**config.mk**
```make
export PLATFORM = sky130hd
export DESIGN_NAME = testcmd_seq
export DESIGN_NICKNAME = d
export VERILOG_FILES = /design/src/rtl/testcmd_pkg.sv /design/src/rtl/testcmd_rom.sv /design/src/rtl/testcmd_poll_budget.sv /design/src/rtl/testcmd_ms_timer.sv /design/src/rtl/testcmd_ctrl.sv /design/src/rtl/testcmd_seq.sv
export SDC_FILE = /design/constraint.sdc
export NUM_CORES = 1
export LEC_CHECK = 0
export BUFFER_PORTS_ARGS = -buffer_cell sky130_fd_sc_hd__buf_4
export CAP_MARGIN = 30
export CORE_ASPECT_RATIO = 1.4
export CORE_MARGIN = 4
export CORE_UTILIZATION = 40
export DETAILED_ROUTE_END_ITERATION = 8
export GPL_TIMING_DRIVEN = 0
export PLACE_DENSITY_LB_ADDON = 0.08
export SLEW_MARGIN = 20
export SYNTH_ARGS = -nofsm -noshare
export SYNTH_HDL_FRONTEND = slang
export SYNTH_HIERARCHICAL = 1
export SYNTH_SLANG_ARGS = --single-unit
```
**constraint.sdc**
```tcl
create_clock -name clk -period 3.05 [get_ports clk]
set_input_delay 0.305 -clock clk [delete_from_list [all_inputs] [get_ports clk]]
set_output_delay 0.305 -clock clk [all_outputs]
set_load 0.05 [all_outputs]
```
**src/rtl/testcmd_pkg.sv**
```systemverilog
// Package: shared types and helpers for the test-command sequencer.
// Assumes every command group is exactly GROUP_BYTES long.
package testcmd_pkg;

    localparam int GROUP_BYTES = 8;
    localparam int IDX_W       = $clog2(GROUP_BYTES);

    // Command group currently being streamed
    typedef enum logic [1:0] {
        GRP_TONE_ON  = 2'd0,
        GRP_TONE_OFF = 2'd1,
        GRP_MEMCHK   = 2'd2
    } grp_e;

    // Controller state
    typedef enum logic [1:0] {
        ST_IDLE = 2'd0,
        ST_WAIT = 2'd1,
        ST_SEND = 2'd2,
        ST_HOLD = 2'd3
    } st_e;

    // Pitch byte: 56 plus nine steps per code
    function automatic logic [7:0] pitch_byte(input logic [2:0] code);
        return 8'd56 + (8'd9 * {5'd0, code});
    endfunction

endpackage

```
**src/rtl/testcmd_rom.sv**
```systemverilog
// Module: testcmd_rom
// Purpose: maps (group, byte index, pitch code) to the command byte.
// Assumes: each group is four head bytes followed by four zero bytes;
//          the tone-enable group replaces its fourth head byte with the pitch.
module testcmd_rom
    import testcmd_pkg::*;
(
    input  grp_e             grp,
    input  logic [IDX_W-1:0] idx,
    input  logic [2:0]       code,
    output logic [7:0]       data
);

    localparam int HEAD = GROUP_BYTES / 2;

    logic [7:0] head_on  [HEAD];
    logic [7:0] head_off [HEAD];
    logic [7:0] head_mem [HEAD];

    // Head bytes per group
    always_comb begin
        head_on[0]  = 8'h53; head_on[1]  = 8'hEF; head_on[2]  = 8'h6E;
        head_on[3]  = pitch_byte(code);
        head_off[0] = 8'h45; head_off[1] = 8'h78; head_off[2] = 8'h69;
        head_off[3] = 8'h74;
        head_mem[0] = 8'h4D; head_mem[1] = 8'hEA; head_mem[2] = 8'h6D;
        head_mem[3] = 8'h54;
    end

    logic             in_tail;
    logic [IDX_W-2:0] hidx;

    assign in_tail = idx[IDX_W-1];
    assign hidx    = idx[IDX_W-2:0];

    // Select the byte for the current position
    always_comb begin
        if (in_tail) begin
            data = 8'h00;
        end else begin
            unique case (grp)
                GRP_TONE_ON:  data = head_on[hidx];
                GRP_TONE_OFF: data = head_off[hidx];
                GRP_MEMCHK:   data = head_mem[hidx];
                default:      data = 8'h00;
            endcase
        end
    end

endmodule

```
**src/rtl/testcmd_poll_budget.sv**
```systemverilog
// Module: testcmd_poll_budget
// Purpose: counts low data-request polls across one byte group.
// Assumes: reload and poll never coincide; BUDGET >= 1.
module testcmd_poll_budget #(
    parameter int BUDGET = 5000
) (
    input  logic clk,
    input  logic rst_n,
    input  logic reload,
    input  logic poll,
    output logic exhausted
);

    localparam int PW = $clog2(BUDGET + 1);

    logic [PW-1:0] used_q;

    assign exhausted = poll && (used_q == PW'(BUDGET - 1));

    // Track polls used in the current group
    always_ff @(posedge clk) begin
        if (!rst_n) begin
            used_q <= '0;
        end else if (reload) begin
            used_q <= '0;
        end else if (poll && !exhausted) begin
            used_q <= used_q + PW'(1);
        end
    end

endmodule

```
**src/rtl/testcmd_ms_timer.sv**
```systemverilog
// Module: testcmd_ms_timer
// Purpose: counts millisecond ticks down from a loaded value.
// Assumes: a loaded value of 0 behaves like 1 (the caller skips zero holds).
module testcmd_ms_timer #(
    parameter int CNT_W = 8
) (
    input  logic             clk,
    input  logic             rst_n,
    input  logic             load,
    input  logic [CNT_W-1:0] load_val,
    input  logic             active,
    input  logic             tick,
    output logic             expire
);

    logic [CNT_W-1:0] left_q;

    assign expire = active && tick && (left_q <= CNT_W'(1));

    // Load on request, count down on each tick while active
    always_ff @(posedge clk) begin
        if (!rst_n) begin
            left_q <= '0;
        end else if (load) begin
            left_q <= load_val;
        end else if (active && tick && (left_q != '0)) begin
            left_q <= left_q - CNT_W'(1);
        end
    end

endmodule

```
**src/rtl/testcmd_ctrl.sv**
```systemverilog
// Module: testcmd_ctrl
// Purpose: operation controller; picks the group, steps through bytes,
//          gates each byte on data-request, runs holds, reports completion.
// Assumes: requests are single-cycle pulses; tone has priority.
module testcmd_ctrl
    import testcmd_pkg::*;
#(
    parameter int MS_W         = 8,
    parameter int TEST_WAIT_MS = 40,
    parameter int TW           = 8
) (
    input  logic             clk,
    input  logic             rst_n,
    input  logic             tone_req,
    input  logic [2:0]       tone_code,
    input  logic [MS_W-1:0]  tone_ms,
    input  logic             test_req,
    input  logic             data_req,
    input  logic             byte_ready,
    input  logic             exhausted,
    input  logic             expire,
    output grp_e             grp,
    output logic [IDX_W-1:0] idx,
    output logic [2:0]       code,
    output logic             offer,
    output logic             busy,
    output logic             poll,
    output logic             budget_reload,
    output logic             timer_load,
    output logic [TW-1:0]    timer_val,
    output logic             timer_active,
    output logic             done,
    output logic             err,
    output logic             read_req
);

    localparam logic [IDX_W-1:0] LAST_IDX = IDX_W'(GROUP_BYTES - 1);

    st_e              st_q,   st_n;
    grp_e             grp_q,  grp_n;
    logic [IDX_W-1:0] idx_q,  idx_n;
    logic [2:0]       code_q, code_n;
    logic [MS_W-1:0]  ms_q,   ms_n;
    logic             err_q,  err_n;
    logic             done_q, done_n;
    logic             rd_q,   rd_n;

    assign grp          = grp_q;
    assign idx          = idx_q;
    assign code         = code_q;
    assign offer        = (st_q == ST_SEND);
    assign busy         = (st_q != ST_IDLE);
    assign poll         = (st_q == ST_WAIT) && !data_req;
    assign timer_active = (st_q == ST_HOLD);
    assign done         = done_q;
    assign err          = err_q;
    assign read_req     = rd_q;

    // Next-state and strobe decode
    always_comb begin
        st_n          = st_q;
        grp_n         = grp_q;
        idx_n         = idx_q;
        code_n        = code_q;
        ms_n          = ms_q;
        err_n         = err_q;
        done_n        = 1'b0;
        rd_n          = 1'b0;
        budget_reload = 1'b0;
        timer_load    = 1'b0;
        timer_val     = '0;
        unique case (st_q)
            ST_IDLE: begin
                if (tone_req) begin
                    st_n          = ST_WAIT;
                    grp_n         = GRP_TONE_ON;
                    idx_n         = '0;
                    code_n        = tone_code;
                    ms_n          = tone_ms;
                    budget_reload = 1'b1;
                end else if (test_req) begin
                    st_n          = ST_WAIT;
                    grp_n         = GRP_MEMCHK;
                    idx_n         = '0;
                    budget_reload = 1'b1;
                end
            end
            ST_WAIT: begin
                if (data_req) begin
                    st_n = ST_SEND;
                end else if (exhausted) begin
                    st_n   = ST_IDLE;
                    done_n = 1'b1;
                    err_n  = 1'b1;
                end
            end
            ST_SEND: begin
                if (byte_ready) begin
                    if (idx_q != LAST_IDX) begin
                        idx_n = idx_q + IDX_W'(1);
                        st_n  = ST_WAIT;
                    end else begin
                        unique case (grp_q)
                            GRP_TONE_ON: begin
                                if (ms_q == '0) begin
                                    grp_n         = GRP_TONE_OFF;
                                    idx_n         = '0;
                                    budget_reload = 1'b1;
                                    st_n          = ST_WAIT;
                                end else begin
                                    timer_load = 1'b1;
                                    timer_val  = TW'(ms_q);
                                    st_n       = ST_HOLD;
                                end
                            end
                            GRP_TONE_OFF: begin
                                st_n   = ST_IDLE;
                                done_n = 1'b1;
                                err_n  = 1'b0;
                            end
                            default: begin
                                timer_load = 1'b1;
                                timer_val  = TW'(TEST_WAIT_MS);
                                st_n       = ST_HOLD;
                            end
                        endcase
                    end
                end
            end
            ST_HOLD: begin
                if (expire) begin
                    if (grp_q == GRP_TONE_ON) begin
                        grp_n         = GRP_TONE_OFF;
                        idx_n         = '0;
                        budget_reload = 1'b1;
                        st_n          = ST_WAIT;
                    end else begin
                        st_n   = ST_IDLE;
                        done_n = 1'b1;
                        rd_n   = 1'b1;
                        err_n  = 1'b0;
                    end
                end
            end
            default: st_n = ST_IDLE;
        endcase
    end

    // State registers
    always_ff @(posedge clk) begin
        if (!rst_n) begin
            st_q   <= ST_IDLE;
            grp_q  <= GRP_TONE_ON;
            idx_q  <= '0;
            code_q <= '0;
            ms_q   <= '0;
            err_q  <= 1'b0;
            done_q <= 1'b0;
            rd_q   <= 1'b0;
        end else begin
            st_q   <= st_n;
            grp_q  <= grp_n;
            idx_q  <= idx_n;
            code_q <= code_n;
            ms_q   <= ms_n;
            err_q  <= err_n;
            done_q <= done_n;
            rd_q   <= rd_n;
        end
    end

endmodule

```
**src/rtl/testcmd_seq.sv**
```systemverilog
// Module: testcmd_seq (top)
// Purpose: streams decoder test-command byte groups to a serial shifter.
// Assumes: tick_ms is a one-cycle pulse; the shifter holds byte_ready as a
//          plain accept qualifier; TEST_WAIT_MS >= 1.
module testcmd_seq
    import testcmd_pkg::*;
#(
    parameter int POLL_BUDGET  = 5000,
    parameter int MS_W         = 8,
    parameter int TEST_WAIT_MS = 40
) (
    input  logic            clk,
    input  logic            rst_n,
    input  logic            tick_ms,
    input  logic            tone_req,
    input  logic [2:0]      tone_code,
    input  logic [MS_W-1:0] tone_ms,
    input  logic            test_req,
    input  logic            data_req,
    output logic            byte_valid,
    output logic [7:0]      byte_data,
    input  logic            byte_ready,
    output logic            busy,
    output logic            done,
    output logic            err,
    output logic            read_req
);

    localparam int WAIT_W = $clog2(TEST_WAIT_MS + 1);
    localparam int TW     = (MS_W > WAIT_W) ? MS_W : WAIT_W;

    grp_e             grp;
    logic [IDX_W-1:0] idx;
    logic [2:0]       code;
    logic             poll;
    logic             budget_reload;
    logic             exhausted;
    logic             timer_load;
    logic [TW-1:0]    timer_val;
    logic             timer_active;
    logic             expire;

    testcmd_ctrl #(
        .MS_W         (MS_W),
        .TEST_WAIT_MS (TEST_WAIT_MS),
        .TW           (TW)
    ) u_ctrl (
        .clk           (clk),
        .rst_n         (rst_n),
        .tone_req      (tone_req),
        .tone_code     (tone_code),
        .tone_ms       (tone_ms),
        .test_req      (test_req),
        .data_req      (data_req),
        .byte_ready    (byte_ready),
        .exhausted     (exhausted),
        .expire        (expire),
        .grp           (grp),
        .idx           (idx),
        .code          (code),
        .offer         (byte_valid),
        .busy          (busy),
        .poll          (poll),
        .budget_reload (budget_reload),
        .timer_load    (timer_load),
        .timer_val     (timer_val),
        .timer_active  (timer_active),
        .done          (done),
        .err           (err),
        .read_req      (read_req)
    );

    testcmd_rom u_rom (
        .grp  (grp),
        .idx  (idx),
        .code (code),
        .data (byte_data)
    );

    testcmd_poll_budget #(
        .BUDGET (POLL_BUDGET)
    ) u_budget (
        .clk       (clk),
        .rst_n     (rst_n),
        .reload    (budget_reload),
        .poll      (poll),
        .exhausted (exhausted)
    );

    testcmd_ms_timer #(
        .CNT_W (TW)
    ) u_timer (
        .clk      (clk),
        .rst_n    (rst_n),
        .load     (timer_load),
        .load_val (timer_val),
        .active   (timer_active),
        .tick     (tick_ms),
        .expire   (expire)
    );

endmodule

```
After elaboration in Yosys (flattened, before gate mapping)
Cells that the tools add are included.
{ "word_totals": {"register_bits": 42, "input_bits": 18, "output_inout_bits": 13, "elab_cells": 140} }
{ "op_classes": {"n_addsub": 4, "mul": 1, "n_lt_le_gt_ge": 2, "eq_ne": 21, "n_mux": 77, "n_bitwise": 2, "reduce_logical": 23} }
{ "ops": {"columns": ["op", "n"], "rows": [
  ["$mux 8", 13],
  ["$bmux 8 s2", 3],
  ["$mux 2", 16],
  ["$mux 1", 27],
  ["$mux 3", 8],
  ["$pmux 8 s3", 1],
  ["$pmux 8 s2", 1],
  ["$reduce_and 8->1", 2],
  ["$add 13x1->13 const B", 1],
  ["$eq 13x13->1 const B", 1],
  ["$ne 2x1->1 const B", 5],
  ["$ne 2x2->1 const B", 5],
  ["$pmux 1 s3", 3],
  ["$pmux 3 s3", 1],
  ["$add 6x7->8 const A", 1],
  ["$le 8x1->1 const B", 1],
  ["$logic_not 8->1", 1],
  ["$pmux 2 s4", 1],
  ["$reduce_bool 8->1", 1],
  ["$sub 8x1->8 const B", 1],
  ["$mul 4x3->7 const A", 1],
  ["$reduce_and 7->1", 1],
  ["$eq 2x2->1 const B", 3],
  ["$logic_and 1x1->1", 6],
  ["other kinds (18)", 26]
]} }

Logic depth before layout (Yosys ltp)
{ "depth": {"word_depth": 7, "depth_mapped": 11, "ltp_nobuf": 9} }

By module
Netlist, hierarchy kept.
{ "by_module_without_submodules": {"columns": ["mod", "n_inst", "cells_each", "area_each_um2", "seq_area_each_um2"], "rows": [
  ["testcmd_ctrl", 1, 130, 1162.4, 420.4],
  ["testcmd_poll_budget", 1, 77, 653.1, 260.2],
  ["testcmd_ms_timer", 1, 64, 526.8, 160.2],
  ["testcmd_rom", 1, 54, 382.9, 0.0]
]} }

Least setup slack after synthesis
Ideal clock, no wire load.
{ "synth_path": {"path_type": "reg-to-reg", "startpoint": "reg u_timer.left_q[2]", "endpoint": "reg u_budget.used_q[3]", "setup_time_ns": 0.130, "arrival_ns": 2.319, "required_time_ns": 2.920, "slack_ns": 0.601, "path_stages_with_launch": 10, "path_buffers": 2, "synth_period_minus_slack_ns": 2.449, "cell_sequence": "dfxtp_1 -> or4_1 -> buf_2 -> nor4_1 -> nand4_1 -> a31oi_1 -> nand2b_1 -> clkbuf_1 -> or4_1 -> o211ai_1"} }
{ "synth_via": {"elab_chain_len": 5} }
{ "synth_lines": {"columns": ["element", "line_no", "rtl"], "rows": [
  ["start, declared", "testcmd_ms_timer.sv:16", "logic [CNT_W-1:0] left_q;"],
  ["start signal, assigned", "testcmd_ms_timer.sv:25", "left_q <= load_val;"],
  ["start signal, assigned", "testcmd_ms_timer.sv:27", "left_q <= left_q - CNT_W'(1);"],
  ["$le 8x1->1", "testcmd_ms_timer.sv:18", "assign expire = active && tick && (left_q <= CNT_W'(1));"],
  ["$logic_and 1x1->1", "testcmd_ms_timer.sv:18", null],
  ["via expire", "testcmd_seq.sv:41", "logic expire;"],
  ["$mux 1", "testcmd_ctrl.sv:131", "if (expire) begin"],
  ["$pmux 1 s3", "testcmd_ctrl.sv:72", "unique case (st_q)"],
  ["via budget_reload", "testcmd_seq.sv:36", "logic budget_reload;"],
  ["$reduce_or 2->1 (no source line)", null, null],
  ["end signal, assigned", "testcmd_poll_budget.sv:27", "used_q <= used_q + PW'(1);"],
  ["end, declared", "testcmd_poll_budget.sv:16", "logic [PW-1:0] used_q;"]
]} }
The timed path passes the listed nets, and every way through them passes these cells.
A chain may end at the register's enable or synchronous reset.

Final worst setup path
{ "layout_path": {"startpoint": "reg u_ctrl.st_q[1]", "endpoint": "reg u_budget.used_q[3]"} }
{ "layout_via": {"elab_chain_len": 6, "elab_cells_between_ends": 13, "cone_classes": "eq/ne (3); mux (2); reduce/logical (8)"} }
{ "layout_lines": {"columns": ["element", "line_no", "rtl"], "rows": [
  ["start, declared", "testcmd_ctrl.sv:39", "st_e st_q, st_n;"],
  ["start signal, assigned", "testcmd_ctrl.sv:161", "st_q <= st_n;"],
  ["$eq 2x2->1", "testcmd_ctrl.sv:54", "assign timer_active = (st_q == ST_HOLD);"],
  ["via timer_active", "testcmd_seq.sv:40", "logic timer_active;"],
  ["$logic_and 1x1->1 (2 in series)", "testcmd_ms_timer.sv:18", null],
  ["via expire", "testcmd_seq.sv:41", null],
  ["$mux 1", "testcmd_ctrl.sv:131", null],
  ["$pmux 1 s3", "testcmd_ctrl.sv:72", null],
  ["via budget_reload", "testcmd_seq.sv:36", null],
  ["$reduce_or 2->1 (no source line)", null, null]
]} }
The timed path passes the listed nets, and every way through them passes these cells.

==> run_results.csv <==
group,metric,value,unit
global_routing,grt_usage,16.1,%
critical_path,crit_type,"reg2reg",
placed_design,hpwl,4960,um
timing,setup_violations,0,
drt,drc,0,
critical_path,end_kind,"flip-flop",
min_path,hold_start,"tone_code[0]",
timing,finalCritPeriodShare,86.6,%
finish,antenna_cells,0,
timing,rsz0062_at_grt,"false",
synth,synth_fp_nets,362,
global_routing,grt_pass1_vias,2419,
min_path,hold_path_end,"u_ctrl/code[0]",
synth,ys_seq_area_share,30.9,%
synth,synth_top_flop_cell,"dfxtp_1",
finish,area_growth,17.7,%
timing,period_needed,2.64,ns
placed_design,port_buffers,30,
critical_path,cp_top_family,"simple AND/OR/NAND/NOR gates",
drt,postRouteAntennaNets,0,
synth,synth_edf_count,0,
global_routing,overflow,0,
critical_path,crit_top_cell,"o211ai_1",
clocking,insertion_delay,0.30,ns
drt,viasPerCell,5.42,
drt,firstDrtPassIters,4,
timing,slew_headroom,68.8,%
clocking,cts_htree_levels,2,
synth,netlist_area,2730,sq um
power_and_ir_drop,total_leakage_power,1.28,nW
placed_design,finalWeightedCongestion,0.826,
critical_path,slowest_stage,"dfxtp_1",
global_routing,grt_max_degree,15,
power_and_ir_drop,power,1.39,mW
synth,yosysWarnings,6,
timing,tns,0,ns
run_status,status,"finished clean",
synth,syn_area_per_cell,8.38,sq um
run,max-cap-violations,0,
min_path,hold_path.class,"in2reg",
synth,yosysUniqueCellTypes,59,
clocking,cts.clk_slew.worst_paths,0.09,ns
floorplanning,die_h,106,um
finish,drive_gt1_share,16.0,%
timing,worstMarginPinSlew,0.469,ns
min_path,holdPathStages,3,
timing,skew,0.0124,ns
placed_design,pre_cts_ws,-0.0767,ns
finish,n_fill_cell,680,
clocking,cts_tree,"yes",
floorplanning,std_cell_rows,35,
critical_path,r2r_slack,0.41,ns
finish,fin_nets,398,
finish,stdcell_area,3210,sq um
critical_path,rr_worst_depth,9,
critical_path,crit_arrival,2.83,ns
drt,vias,2461,
critical_path,critPathRequiredTime,3.23,ns
drt,drt_iter0_markers,96,
power_and_ir_drop,powerDensity,434,nW/um^2
synth,synth_cells,325,
timing,final-hold-violation-count,0,
timing,slew_viol_final,0,
floorplanning,core_region_area,6610,sq um
critical_path,max_stage_delay,0.48,ns
critical_path,critPathLaunchType,"flip-flop",
critical_path,timing.rr.end,"u_budget/used_q[3]",
synth,yosys_register_bits,42,
clocking,cts_root_buf,"clkbuf_8",
critical_path,reg2reg_from,"u_ctrl/st_q[1]",
global_routing,grt_pass1_wl,10900,um
critical_path,crit_path_max_fanout,10,
synth,ys_async_sr_fraction,0,%
floorplanning,die_w,77.8,um
clocking,cts_buffers,5,
critical_path,crit_chain,"clkbuf_1 -> and2_1 -> o211ai_1 -> nor4_2 -> nand4_1 -> a31oi_1 -> nand2b_2 -> or4_1 -> o211ai_1",
clocking,cts_buffer_depth,2,
timing,finalWorstSetupSlack,0.407,ns
floorplanning,initial_core_util,41.2,%
floorplanning,ios,31,
placed_design,post_dp_cell_area,3070,sq um
power_and_ir_drop,vdd_ir_drop_max,0.193,mV
drt,wirelength,6380,um
drt,wl_per_cell,14.1,um
floorplanning,dieArea,8220,sq um
critical_path,crit_buf_inv,1,
clocking,cts_sinks,42,
timing,clock.fmax,378,MHz
global_routing,antenna_found_initial,0,
## layer usage
metal | track usage (%) | up-vias | routed length, um
li1 | - | 1252 | -
met1 | 17.8 | 1164 | 2680
met2 | 30.1 | 36 | 3440
met3 | 2.48 | 9 | 159
met4 | 6.23 | 0 | 103
met5 | 0 | - | 0
## worst min-delay path: cells and delay by family
family                 cells  cell delay (ns)
muxes                      1             0.05
buffers and inverters      1             0.08
and+or+nand+nor            1             0.09
## synthesized netlist by cell type, types with 3 or more instances
library cell  count  area, sq um
nor2b_1          19          119
nand3_1          15         75.1
a21oi_1          16         80.1
a31oi_1           4         25.0
nor2_1           18         67.6
nor4_1            5         31.3
nand2b_1          9         56.3
mux2i_1          19          190
o21a_1            4         30.0
clkbuf_1         11         41.3
dfxtp_1          42          841
nor3_1            6         30.0
or4_1             8         60.1
buf_2             4         20.0
o22ai_1           3         18.8
and3_1            8         50.1
o211ai_1          4         30.0
or3_1             4         25.0
nand2_1          19         71.3
o21ai_0          14         70.1
ha_1             19          238
nand4_1           8         50.1
inv_1            16         60.1
o31ai_1           6         45.0
## final cells by class
type / instances / area, sq um / area share, %
inverters: 16 / 60.1 / 1.87
repair buffers: 30 / 225 / 7.02
flip-flops and latches: 42 / 841 / 26.2
clock inverters: 3 / 68.8 / 2.15
well taps: 92 / 115 / 3.59
plain buffers: 17 / 83.8 / 2.61
clock buffers: 5 / 68.8 / 2.15
multi-input cells: 249 / 1750 / 54.4
## worst max path at each step
stage	from	end	slack, ns	cells past startpoint
2_1_floorplan	u_timer/left_q[2]	u_budget/used_q[3]	0.60	9
3_5_place_dp	u_ctrl/st_q[0]	u_budget/used_q[3]	-0.08	11
4_1_cts	u_ctrl/st_q[0]	u_budget/used_q[3]	0.13	11
3_3_place_gp	u_ctrl/st_q[0]	u_budget/used_q[3]	-0.05	11
5_1_grt	u_ctrl/st_q[0]	u_budget/used_q[3]	0.04	10
6_report	u_ctrl/st_q[1]	u_budget/used_q[3]	0.41	9
## repair_timing
action,CTS,global route
hold buffers,0,0
resized for setup,1,1
setup buffers,0,0
endpoints found under the setup margin,2,9
## registers in the layout, indices dropped and copies added, names as in the netlist
signal	cells
u_budget/used_q	13
u_ctrl/ms_q	8
u_timer/left_q	8
u_ctrl/code	3
u_ctrl/idx	3
u_ctrl/grp	2
u_ctrl/st_q	2
u_ctrl/done	1
u_ctrl/err	1
u_ctrl/read_req	1
## cell families after synthesis
| logic type | count (synthesis) | share of synthesized area (%) |
|---|---|---|
| AND/OR/NAND/NOR | 138 | 29.8 |
| flip-flops | 42 | 30.9 |
| AO/OA/AOI/OAI | 70 | 17.2 |
| multiplexers | 19 | 6.98 |
| buffers and inverters | 34 | 5.42 |
| XOR/XNOR | 3 | 0.964 |
| adder cells (fa/ha/maj) | 19 | 8.72 |
## layout by cell type (no fill, tap or decap), drive strengths merged, types with 2 or more instances in the layout
master  instances
bufinv          2
or3             4
o211ai          4
nor2b          19
dfxtp          42
a222oi          2
o22ai           3
nor4            7
o21a            4
ha             19
a21boi          2
a22oi           2
or2             4
xnor2           2
inv            16
nor2           19
and3            9
a21oi          16
mux2i          19
clkbuf         15
nand2b          9
nand4           8
nand2          19
o31ai           6
o21ai          15
nand3          16
or4             9
o211a           2
or3b            2
buf            37
nor3            6
a31oi           4
and2            2
## power breakdown
group / switching, mW / internal [mW]
Sequential: 0.0201 / 0.564
Clock: 0.207 / 0.328
Combinational: 0.163 / 0.110
Total: 0.390 / 1.00
## through the flow
step	cells	hold slack [ns]	util, %
floorplan	325	0.438	-
global placement	447	0.447	46.4
detailed placement	447	0.460	46.4
CTS	455	0.254	48.5
global route	454	0.268	48.5
finish	454	0.266	48.5
No activity file was read; power rests on OpenSTA's default activity.
